## src/rtl/shu_pkg.sv

```systemverilog
package shu_pkg;

  // Kind of shift selected by the sub-operation field
  typedef enum logic [1:0] {
    SK_LEFT   = 2'd0,
    SK_LRIGHT = 2'd1,
    SK_ARIGHT = 2'd2,
    SK_NONE   = 2'd3
  } shu_kind_e;

  // Sub-operation encodings; the numeric values are part of the instruction format
  localparam logic [2:0] SUBOP_SHL = 3'd4;
  localparam logic [2:0] SUBOP_SHR = 3'd5;
  localparam logic [2:0] SUBOP_SAR = 3'd7;

  typedef struct packed {
    logic zf;
    logic sf;
    logic of;
  } shu_flags_t;

endpackage

```

## src/rtl/shu_decode.sv

```systemverilog
module shu_decode
  import shu_pkg::*;
#(
  parameter int SRC_W = 8,
  parameter int CNT_W = 5
) (
  input  logic [2:0]       subop,
  input  logic [SRC_W-1:0] reg_count,
  input  logic [SRC_W-1:0] imm_count,
  input  logic             use_imm,
  output shu_kind_e        kind,
  output logic             legal,
  output logic [CNT_W-1:0] cnt,
  output logic             cnt_zero,
  output logic             cnt_one
);

  localparam logic [SRC_W-1:0] CNT_MASK = SRC_W'((1 << CNT_W) - 1);

  logic [SRC_W-1:0] src_sel;
  logic [SRC_W-1:0] src_masked;

  assign src_sel    = use_imm ? imm_count : reg_count;
  assign src_masked = src_sel & CNT_MASK;
  assign cnt        = src_masked[CNT_W-1:0];
  assign cnt_zero   = (src_masked == '0);
  assign cnt_one    = (src_masked == SRC_W'(1));

  always_comb begin
    unique case (subop)
      SUBOP_SHL: kind = SK_LEFT;
      SUBOP_SHR: kind = SK_LRIGHT;
      SUBOP_SAR: kind = SK_ARIGHT;
      default:   kind = SK_NONE;
    endcase
  end

  assign legal = (kind != SK_NONE);

endmodule

```

## src/rtl/shu_barrel.sv

```systemverilog
module shu_barrel
  import shu_pkg::*;
#(
  parameter int WIDTH = 32,
  parameter int CNT_W = 5
) (
  input  logic [WIDTH-1:0] operand,
  input  shu_kind_e        kind,
  input  logic [CNT_W-1:0] cnt,
  output logic [WIDTH-1:0] result
);

  logic fill;
  logic [WIDTH-1:0] lstage [0:CNT_W];
  logic [WIDTH-1:0] rstage [0:CNT_W];

  assign fill      = (kind == SK_ARIGHT) & operand[WIDTH-1];
  assign lstage[0] = operand;
  assign rstage[0] = operand;

  // One stage per count bit, each moving by a power of two
  for (genvar i = 0; i < CNT_W; i++) begin : g_stage
    localparam int SH = 1 << i;
    assign lstage[i+1] = cnt[i] ? (lstage[i] << SH) : lstage[i];
    assign rstage[i+1] = cnt[i] ? {{SH{fill}}, rstage[i][WIDTH-1:SH]} : rstage[i];
  end

  assign result = (kind == SK_LEFT) ? lstage[CNT_W] : rstage[CNT_W];

endmodule

```

## src/rtl/shu_flags.sv

```systemverilog
module shu_flags
  import shu_pkg::*;
#(
  parameter int WIDTH = 32
) (
  input  shu_kind_e        kind,
  input  logic             op_msb,
  input  logic             op_next,
  input  logic [WIDTH-1:0] result,
  input  logic             cnt_zero,
  input  logic             cnt_one,
  input  shu_flags_t       prev,
  output shu_flags_t       next
);

  always_comb begin
    next = prev;
    if (!cnt_zero) begin
      next.zf = (result == '0);
      next.sf = (kind == SK_LRIGHT) ? 1'b0 : result[WIDTH-1];
      if (cnt_one) begin
        unique case (kind)
          SK_LEFT:   next.of = op_msb ^ op_next;
          SK_LRIGHT: next.of = op_msb;
          default:   next.of = 1'b0;
        endcase
      end
    end
  end

endmodule

```

## src/rtl/shift_flag_unit.sv

```systemverilog
module shift_flag_unit
  import shu_pkg::*;
#(
  parameter int WIDTH = 32,
  parameter int SRC_W = 8
) (
  input  logic             clk,
  input  logic             rst_n,
  input  logic             in_valid,
  output logic             in_ready,
  input  logic [WIDTH-1:0] in_operand,
  input  logic [SRC_W-1:0] reg_count,
  input  logic [SRC_W-1:0] imm_count,
  input  logic             use_imm,
  input  logic [2:0]       subop,
  output logic             out_valid,
  input  logic             out_ready,
  output logic [WIDTH-1:0] out_result,
  output logic             out_illegal,
  output logic             flag_zf,
  output logic             flag_sf,
  output logic             flag_of
);

  localparam int CNT_W = $clog2(WIDTH);

  shu_kind_e        kind;
  logic             legal;
  logic [CNT_W-1:0] cnt;
  logic             cnt_zero;
  logic             cnt_one;
  logic [WIDTH-1:0] shifted;
  shu_flags_t       flags_q;
  shu_flags_t       flags_d;
  logic             valid_q;
  logic             ill_q;
  logic [WIDTH-1:0] result_q;
  logic             accept;

  shu_decode #(.SRC_W(SRC_W), .CNT_W(CNT_W)) u_dec (
    .subop     (subop),
    .reg_count (reg_count),
    .imm_count (imm_count),
    .use_imm   (use_imm),
    .kind      (kind),
    .legal     (legal),
    .cnt       (cnt),
    .cnt_zero  (cnt_zero),
    .cnt_one   (cnt_one)
  );

  shu_barrel #(.WIDTH(WIDTH), .CNT_W(CNT_W)) u_sh (
    .operand (in_operand),
    .kind    (kind),
    .cnt     (cnt),
    .result  (shifted)
  );

  shu_flags #(.WIDTH(WIDTH)) u_fl (
    .kind     (kind),
    .op_msb   (in_operand[WIDTH-1]),
    .op_next  (in_operand[WIDTH-2]),
    .result   (shifted),
    .cnt_zero (cnt_zero),
    .cnt_one  (cnt_one),
    .prev     (flags_q),
    .next     (flags_d)
  );

  assign in_ready = !valid_q || out_ready;
  assign accept   = in_valid && in_ready;

  always_ff @(posedge clk or negedge rst_n) begin
    if (!rst_n) begin
      valid_q  <= 1'b0;
      ill_q    <= 1'b0;
      result_q <= '0;
      flags_q  <= '0;
    end else if (accept) begin
      valid_q <= 1'b1;
      ill_q   <= !legal;
      if (legal) begin
        result_q <= shifted;
        flags_q  <= flags_d;
      end
    end else if (out_ready) begin
      valid_q <= 1'b0;
    end
  end

  assign out_valid   = valid_q;
  assign out_illegal = ill_q;
  assign out_result  = result_q;
  assign flag_zf     = flags_q.zf;
  assign flag_sf     = flags_q.sf;
  assign flag_of     = flags_q.of;

endmodule

```

## config.mk

```make
export PLATFORM = sky130hd
export DESIGN_NAME = shift_flag_unit
export DESIGN_NICKNAME = d
export VERILOG_FILES = /design/src/rtl/shu_pkg.sv /design/src/rtl/shu_decode.sv /design/src/rtl/shu_barrel.sv /design/src/rtl/shu_flags.sv /design/src/rtl/shift_flag_unit.sv
export SDC_FILE = /design/constraint.sdc
export NUM_CORES = 1
export LEC_CHECK = 0
export BUFFER_PORTS_ARGS = -buffer_cell sky130_fd_sc_hd__buf_2
export CORE_UTILIZATION = 60
export CTS_CLUSTER_SIZE = 16
export DETAILED_ROUTE_END_ITERATION = 10
export PLACE_DENSITY = 0.89
export SYNTH_ARGS = -nofsm -noshare
export SYNTH_HDL_FRONTEND = slang
export SYNTH_SLANG_ARGS = --single-unit
export TNS_END_PERCENT = 100
```

## constraint.sdc

```tcl
create_clock -name clk -period 5 [get_ports clk]
set_clock_uncertainty 0.2 [all_clocks]
set_input_delay 0.25 -clock clk [delete_from_list [all_inputs] [get_ports clk]]
set_output_delay 0.25 -clock clk [all_outputs]
set_load 0.01 [all_outputs]
```

# --- Word level (Yosys, flattened, before mapping) ---
# Index checks and enable logic that the tools add are counted.
op_classes:
  n_addsub: 0
  mul: 0
  div_mod_pow: 0
  magnitude_cmp: 0
  n_eq_ne: 7
  shift: 0
  muxes: 17
  bitwise_logic: 3
  reduce_logical: 11
op_table:
  columns: ["operator", "n"]
  rows:
  - ["$mux W32", 11]
  - ["$logic_not A32 Y1", 1]
  - ["$eq A3 B3 Y1 const B", 3]
  - ["$logic_not A8 Y1", 1]
  - ["$pmux W2 S3", 1]
  - ["$eq A5 B1 Y1 const B", 1]
  - ["$mux W5", 1]
  - ["$reduce_and A4 Y1", 1]
  - ["$mux W1", 3]
  - ["$reduce_and A3 Y1", 1]
  - ["$eq A2 B1 Y1 const B", 1]
  - ["$eq A2 B2 Y1 const B", 1]
  - ["$logic_not A1 Y1", 2]
  - ["$logic_not A2 Y1", 1]
  - ["$ne A2 B2 Y1 const B", 1]
  - ["$pmux W1 S2", 1]
  - ["$reduce_and A2 Y1", 1]
  - ["$reduce_bool A2 Y1", 1]
  - ["$and A1 B1 Y1", 1]
  - ["$logic_and A1 B1 Y1", 1]
  - ["$logic_or A1 B1 Y1", 1]
  - ["$not A1 Y1", 1]
  - ["$xor A1 B1 Y1", 1]
word_totals:
  register_bits: 37
  latchBits: 0
  ramBits: 0
  mem_bits_ro: 0
  inputBits: 56
  elab_cells: 44
  n_memories: 0

# --- Depth between registers and ports, before layout ---
depth:
  ltp_word: 11
  mapped_depth: 14

# --- Cells and area by module ---
# Synthesis repeated with hierarchy kept, for this count alone.
unflattened:
  cells_unflattened: 584
  area_unflattened_um2: 6049.6
modules_own_cells:
  columns: ["mod", "n_inst", "cells_per_inst", "area_each_um2", "seq_area_each_um2"]
  rows:
  - ["shu_barrel", 1, 463, 4224.1, 0.0]
  - ["shift_flag_unit", 1, 82, 1554.0, 925.9]
  - ["shu_decode", 1, 17, 136.4, 0.0]
  - ["shu_flags", 1, 22, 135.1, 0.0]

# --- Worst setup path after synthesis ---
# Ideal clock, no wire load.
synth_timing:
  path_type: "input-to-reg"
  start: "in use_imm"
  end: "reg flags_q (netlist bit flag_zf)"
  setup_time_ps: 95
  arrival_ps: 2912
  required_ps: 4705
  slack_ps: 1793
  cell_stages: 13
  cell_sequence: "buf_6 > mux2i_1 > buf_4 > buf_2 > buf_4 > mux4_2 > o21ai_0 > o21ai_0 > o211ai_1 > o211ai_1 > nor4_1 > nand4_1 > o31ai_1"
synth_via:
  elab_chain_len: 8
synth_rtl:
  columns: ["item", "line", "text"]
  rows:
  - ["from (decl)", "shift_flag_unit.sv:14", "input logic use_imm,"]
  - ["$mux W5 (*)", "shu_decode.sv:23", "assign src_sel = use_imm ? imm_count : reg_count;"]
  - ["$mux W32 (on tied branches) (5 in series)", "shu_barrel.sv:25, shu_barrel.sv:24", null]
  - ["$mux W32", "shu_barrel.sv:28", "assign result = (kind == SK_LEFT) ? lstage[CNT_W] : rstage[CNT_W];"]
  - ["$logic_not A32 Y1", "shu_flags.sv:19", "next.zf = (result == '0);"]
  - ["to (signal assigned)", "shift_flag_unit.sv:84", "flags_q <= flags_d;"]
  - ["to (decl)", "shift_flag_unit.sv:33", "shu_flags_t flags_q;"]
# Every way passes the cells marked *; elsewhere a longest branch is shown, timed or not.
# A chain may end at the register's enable or synchronous reset.

# --- Worst setup path in the final report ---
# Ends and elaborated chain as after synthesis.

==> summary.md <==
| Metric | Value |
|---|---|
| Status | `finished clean` |
| Power per unit of standard cell area | `about 250 nW/um^2` |
| Hold path startpoint | `subop[2]` |
| Main synth FF type | `sky130_fd_sc_hd__dfrtp_1` |
| Number of input and output port buffers inserted | `87` |
| Number of flops mapped to enable cells by yosys | `0` |
| Worst slew pin tran | `925 ps` |
| RSZ-0062 raised after global routing | `false` |
| Proportion of netlist area held by the largest area contributor | `0.252` |
| Total negative slack for setup checks | `0 ps` |
| Worst vdd rail ir drop | `0.124 mV` |
| Die extent in x | `between 90 and 100 um` |
| Effective utilization at floorplan | `0.622` |
| DIE HEIGHT | `approximately 100 um` |
| Syn Nets | `669` |
| Hold Path Class | `in -> reg` |
| Design internal power | `0.912 mW` |
| Clock-pin slew reported for the worst setup and hold paths after clock tree synthesis | `70 ps` |
| Maximum number of pins on one net before global-route repair | `49` |
| Final worst path period share | `0.792` |
| Clock latency reported for the late side of the worst-skew pair | `290 ps` |
| Aggregate routed wire length | `a little under 20 mm` |
| CP top delay family | `multiplexers` |
| Cell area after synthesis | `approximately 5400 sq um` |
| Cell area after layout | `a little over 6000 sq um` |
| Number of max-cap violations | `0` |
| Placer congestion estimate | `1.08` |
| Total of flip-flops plus latches after synthesis | `37` |
| Antenna violations before repair | `0` |
| Startpoint-to-endpoint class of the critical path | `in -> reg` |
| Leading cell types by total area after synthesis | `sky130_fd_sc_hd__mux4_2 25%, sky130_fd_sc_hd__dfrtp_1 17%, sky130_fd_sc_hd__mux2i_1 9.4%` |
| Setup violations, final | `0` |
| Chain of cells forming the critical path | `buf_2, mux2_2, buf_4, mux4_2, mux2i_1, a2111oi_0, a211o_1, nor4_1, nand4_1, o31ai_1` |
| Critical Path End Type | `register` |
| Fill cell instance count of the final layout | `707` |
| Detail-routed net length per standard cell | `roughly 25 um` |
| Switching part of the total | `0.413` |
| Setup slack, reg-to-reg | `2270 ps` |
| Count of buffering cells on the critical path with inverters included | `2` |
| Max-slew violation count | `0` |
| 1st-iter DRT viols | `853` |
| Largest stage delay, worst path | `760 ps` |
| Antenna Nets Post-Route | `0` |
| Cell Rows | `34` |
| Number of optimization iterations in the first detailed-route pass | `5` |
| Grt total ovfl | `0` |
| Part of the total power dissipated in combinational logic | `0.540` |
| Final core utilization | `0.696` |
| I/O pin total | `94` |
| Average instance area after synthesis | `8.88 sq um` |
| Vias in the first global route | `5519` |
| Clock power share | `0.202` |
| Wire length of the first global-routing pass | `30.7 mm` |
| Commonest cells in the synthesized netlist | `104 x sky130_fd_sc_hd__nand2_1, 61 x sky130_fd_sc_hd__mux4_2, 51 x sky130_fd_sc_hd__mux2i_1` |
| Source of the critical timing path | `use_imm` |
| Share of final-layout standard cells stronger than drive strength 1 | `0.322` |
| Vias | `between 5000 and 6000` |
| Buffer type at the clock tree root | `sky130_fd_sc_hd__clkbuf_8` |
| Number of buffers added by the clock tree synthesis step | `5` |
| Net load switching power | `0.641 mW` |
| Area grow syn2layout | `11.9%` |
| Fraction of registers with async set/reset | `1.00` |
| Placeable Area | `8760 sq um` |
| Most common cell in the synthesized netlist | `sky130_fd_sc_hd__nand2_1` |
| Diode count | `0` |
| Top fanout value on the critical path | `30` |
| Highest clock frequency the design can meet | `around 250 MHz` |
| Worst r2r src | `out_valid$_DFFE_PN0P_` |
| Netlist cell types | `59` |
| DRC | `0` |
| Final worst path period need | `3960 ps` |
| Cell area after placement | `5940 sq um` |
| Type of element launching the critical path | `input pin` |
| Worst setup slack after layout | `1040 ps` |
| Longest Clk Path Bufs | `2` |
| Total count of hold-check failures in the final report | `0` |
| PnR Total Power | `1.55 mW` |
| Synthesized instance count | `613` |
| Normalized max-slew margin | `0.370` |
| Required time at the worst-slack endpoint | `5000 ps` |
| Dpl ws | `835 ps` |
| Library cell contributing the largest single delay on the critical path | `sky130_fd_sc_hd__mux2_2` |
| YS warnings | `0` |
| Total Die Area | `9460 sq um` |
| Dpl hpwl | `roughly 15 mm` |
| Arrival time of the worst setup path | `3960 ps` |
| Static leakage | `2.53 nW` |
| Tot GR Track Use | `0.410` |
| Average via count per standard cell | `7.62` |
| Largest area contributor in the synthesized netlist | `sky130_fd_sc_hd__mux4_2` |
| Sequential area share after synthesis | `0.170` |
| Number of clock sinks | `37` |
| Final-stage net count | `723` |
| Sequential group share of total power | `0.258` |
| Clock tree from TritonCTS | `done` |
| Number of H-tree branching levels | `2` |
[what timing repair did]
item                                   in CTS  in global routing
hold buffers                                2                  0
buffers inserted                            0                  0
resized for setup                           0                  0
endpoints found under the hold margin      38                  0
[registers in the layout, indices dropped and copies added (netlist names)]
name         flops
out_result      32
flag_zf          1
out_valid        1
flag_sf          1
out_illegal      1
flag_of          1
[final cells by class]
class                   instances  area (sq um)  area share
clock buffers                   5          68.8      0.0113
clock inverters                 3          68.8      0.0113
well taps                     108           135      0.0222
repair buffers                108           611       0.100
flip-flops and latches         37           926       0.152
inverters                       5          18.8     0.00308
multi-input cells             510          4270       0.700
[layer usage]
layer	GRT usage	part of all wire	vias up
met3	0.0741	0.11	97
li1	-	-	2522
met4	0.216	0.058	0
met5	0	0	-
met2	0.638	0.45	513
met1	0.550	0.37	2784
[kinds of logic (layout without fill, tap and decap cells)]
| group | count (synthesis) | in the layout | synth area share |
|---|---|---|---|
| compound gates | 170 | 170 | 0.205 |
| xor+xnor | 1 | 1 | 0.00161 |
| buf+inv | 66 | 121 | 0.0581 |
| flops | 37 | 37 | 0.170 |
| mux | 137 | 137 | 0.398 |
| simple gates | 202 | 202 | 0.167 |
[worst reg2reg max path, stage by stage (launching register included)]
cell and delay [ps]:
sky130_fd_sc_hd__dfrtp_1 380, sky130_fd_sc_hd__nand2b_1 160, sky130_fd_sc_hd__o2111ai_2 130, sky130_fd_sc_hd__buf_4 250, sky130_fd_sc_hd__inv_2 330, sky130_fd_sc_hd__o21ai_0 320
sky130_fd_sc_hd__nor4b_1 510, sky130_fd_sc_hd__nand4_1 150, sky130_fd_sc_hd__o31ai_1 210
[power groups by stage]
stage | combinational, mW | clock [mW] | sequential [mW]
2_1_floorplan | 0.499 | 0 | 0.440
3_3_place_gp | 0.795 | 0 | 0.402
3_5_place_dp | 0.813 | 0 | 0.407
4_1_cts | 0.816 | 0.315 | 0.401
5_1_grt | 0.888 | 0.326 | 0.411
6_report | 0.839 | 0.313 | 0.401
[layout by cell type (no fill, tap or decap), types with 4 or more instances in the layout]
| cell type | synthesis | final |
|---|---|---|
| sky130_fd_sc_hd__nor2_1 | 36 | 36 |
| sky130_fd_sc_hd__o221ai_1 | 6 | 6 |
| sky130_fd_sc_hd__nor4_1 | 4 | 4 |
| sky130_fd_sc_hd__a31oi_1 | 7 | 7 |
| sky130_fd_sc_hd__o21ai_0 | 39 | 39 |
| sky130_fd_sc_hd__o22ai_1 | 11 | 11 |
| sky130_fd_sc_hd__nor3_1 | 12 | 12 |
| sky130_fd_sc_hd__mux4_2 | 61 | 61 |
| sky130_fd_sc_hd__buf_2 | 16 | 87 |
| sky130_fd_sc_hd__mux2_2 | 24 | 24 |
| sky130_fd_sc_hd__a221oi_1 | 4 | 4 |
| sky130_fd_sc_hd__mux2i_1 | 51 | 46 |
| sky130_fd_sc_hd__nand2_1 | 104 | 104 |
| sky130_fd_sc_hd__dfrtp_1 | 37 | 37 |
| sky130_fd_sc_hd__o211ai_1 | 10 | 10 |
| sky130_fd_sc_hd__nand2b_1 | 5 | 5 |
| sky130_fd_sc_hd__buf_4 | 2 | 18 |
| sky130_fd_sc_hd__a21oi_1 | 36 | 36 |
| sky130_fd_sc_hd__clkbuf_8 | 0 | 5 |
| sky130_fd_sc_hd__nand4_1 | 6 | 6 |
| sky130_fd_sc_hd__nand3_1 | 18 | 18 |
| sky130_fd_sc_hd__o31ai_1 | 5 | 5 |
| sky130_fd_sc_hd__inv_1 | 4 | 4 |
| sky130_fd_sc_hd__a211oi_1 | 11 | 11 |
| sky130_fd_sc_hd__mux2i_4 | 0 | 4 |
| sky130_fd_sc_hd__a2111oi_0 | 6 | 6 |
| sky130_fd_sc_hd__a22oi_1 | 6 | 6 |
[path summary, 6_finish.rpt]
kind / cells after the start / end
max: 10 / flag_zf$_DFFE_PN0P_
min: 3 / flag_of$_DFFE_PN0P_
max reg2reg: 8 / flag_zf$_DFFE_PN0P_
min reg2reg: 2 / out_result[1]$_DFFE_PN0P_
max in group asynchronous: 2 / flag_zf$_DFFE_PN0P_
min in group asynchronous: 2 / out_result[29]$_DFFE_PN0P_
[through the flow]
step | hold slack, ps | instances
after global routing | 114 | 776
final | 98.9 | 776
after detailed placement | 174 | 766
after CTS | 93.8 | 776
after floorplan | -246 | 613
after global placement | 143 | 766
No activity file was read; power rests on OpenSTA's default activity.
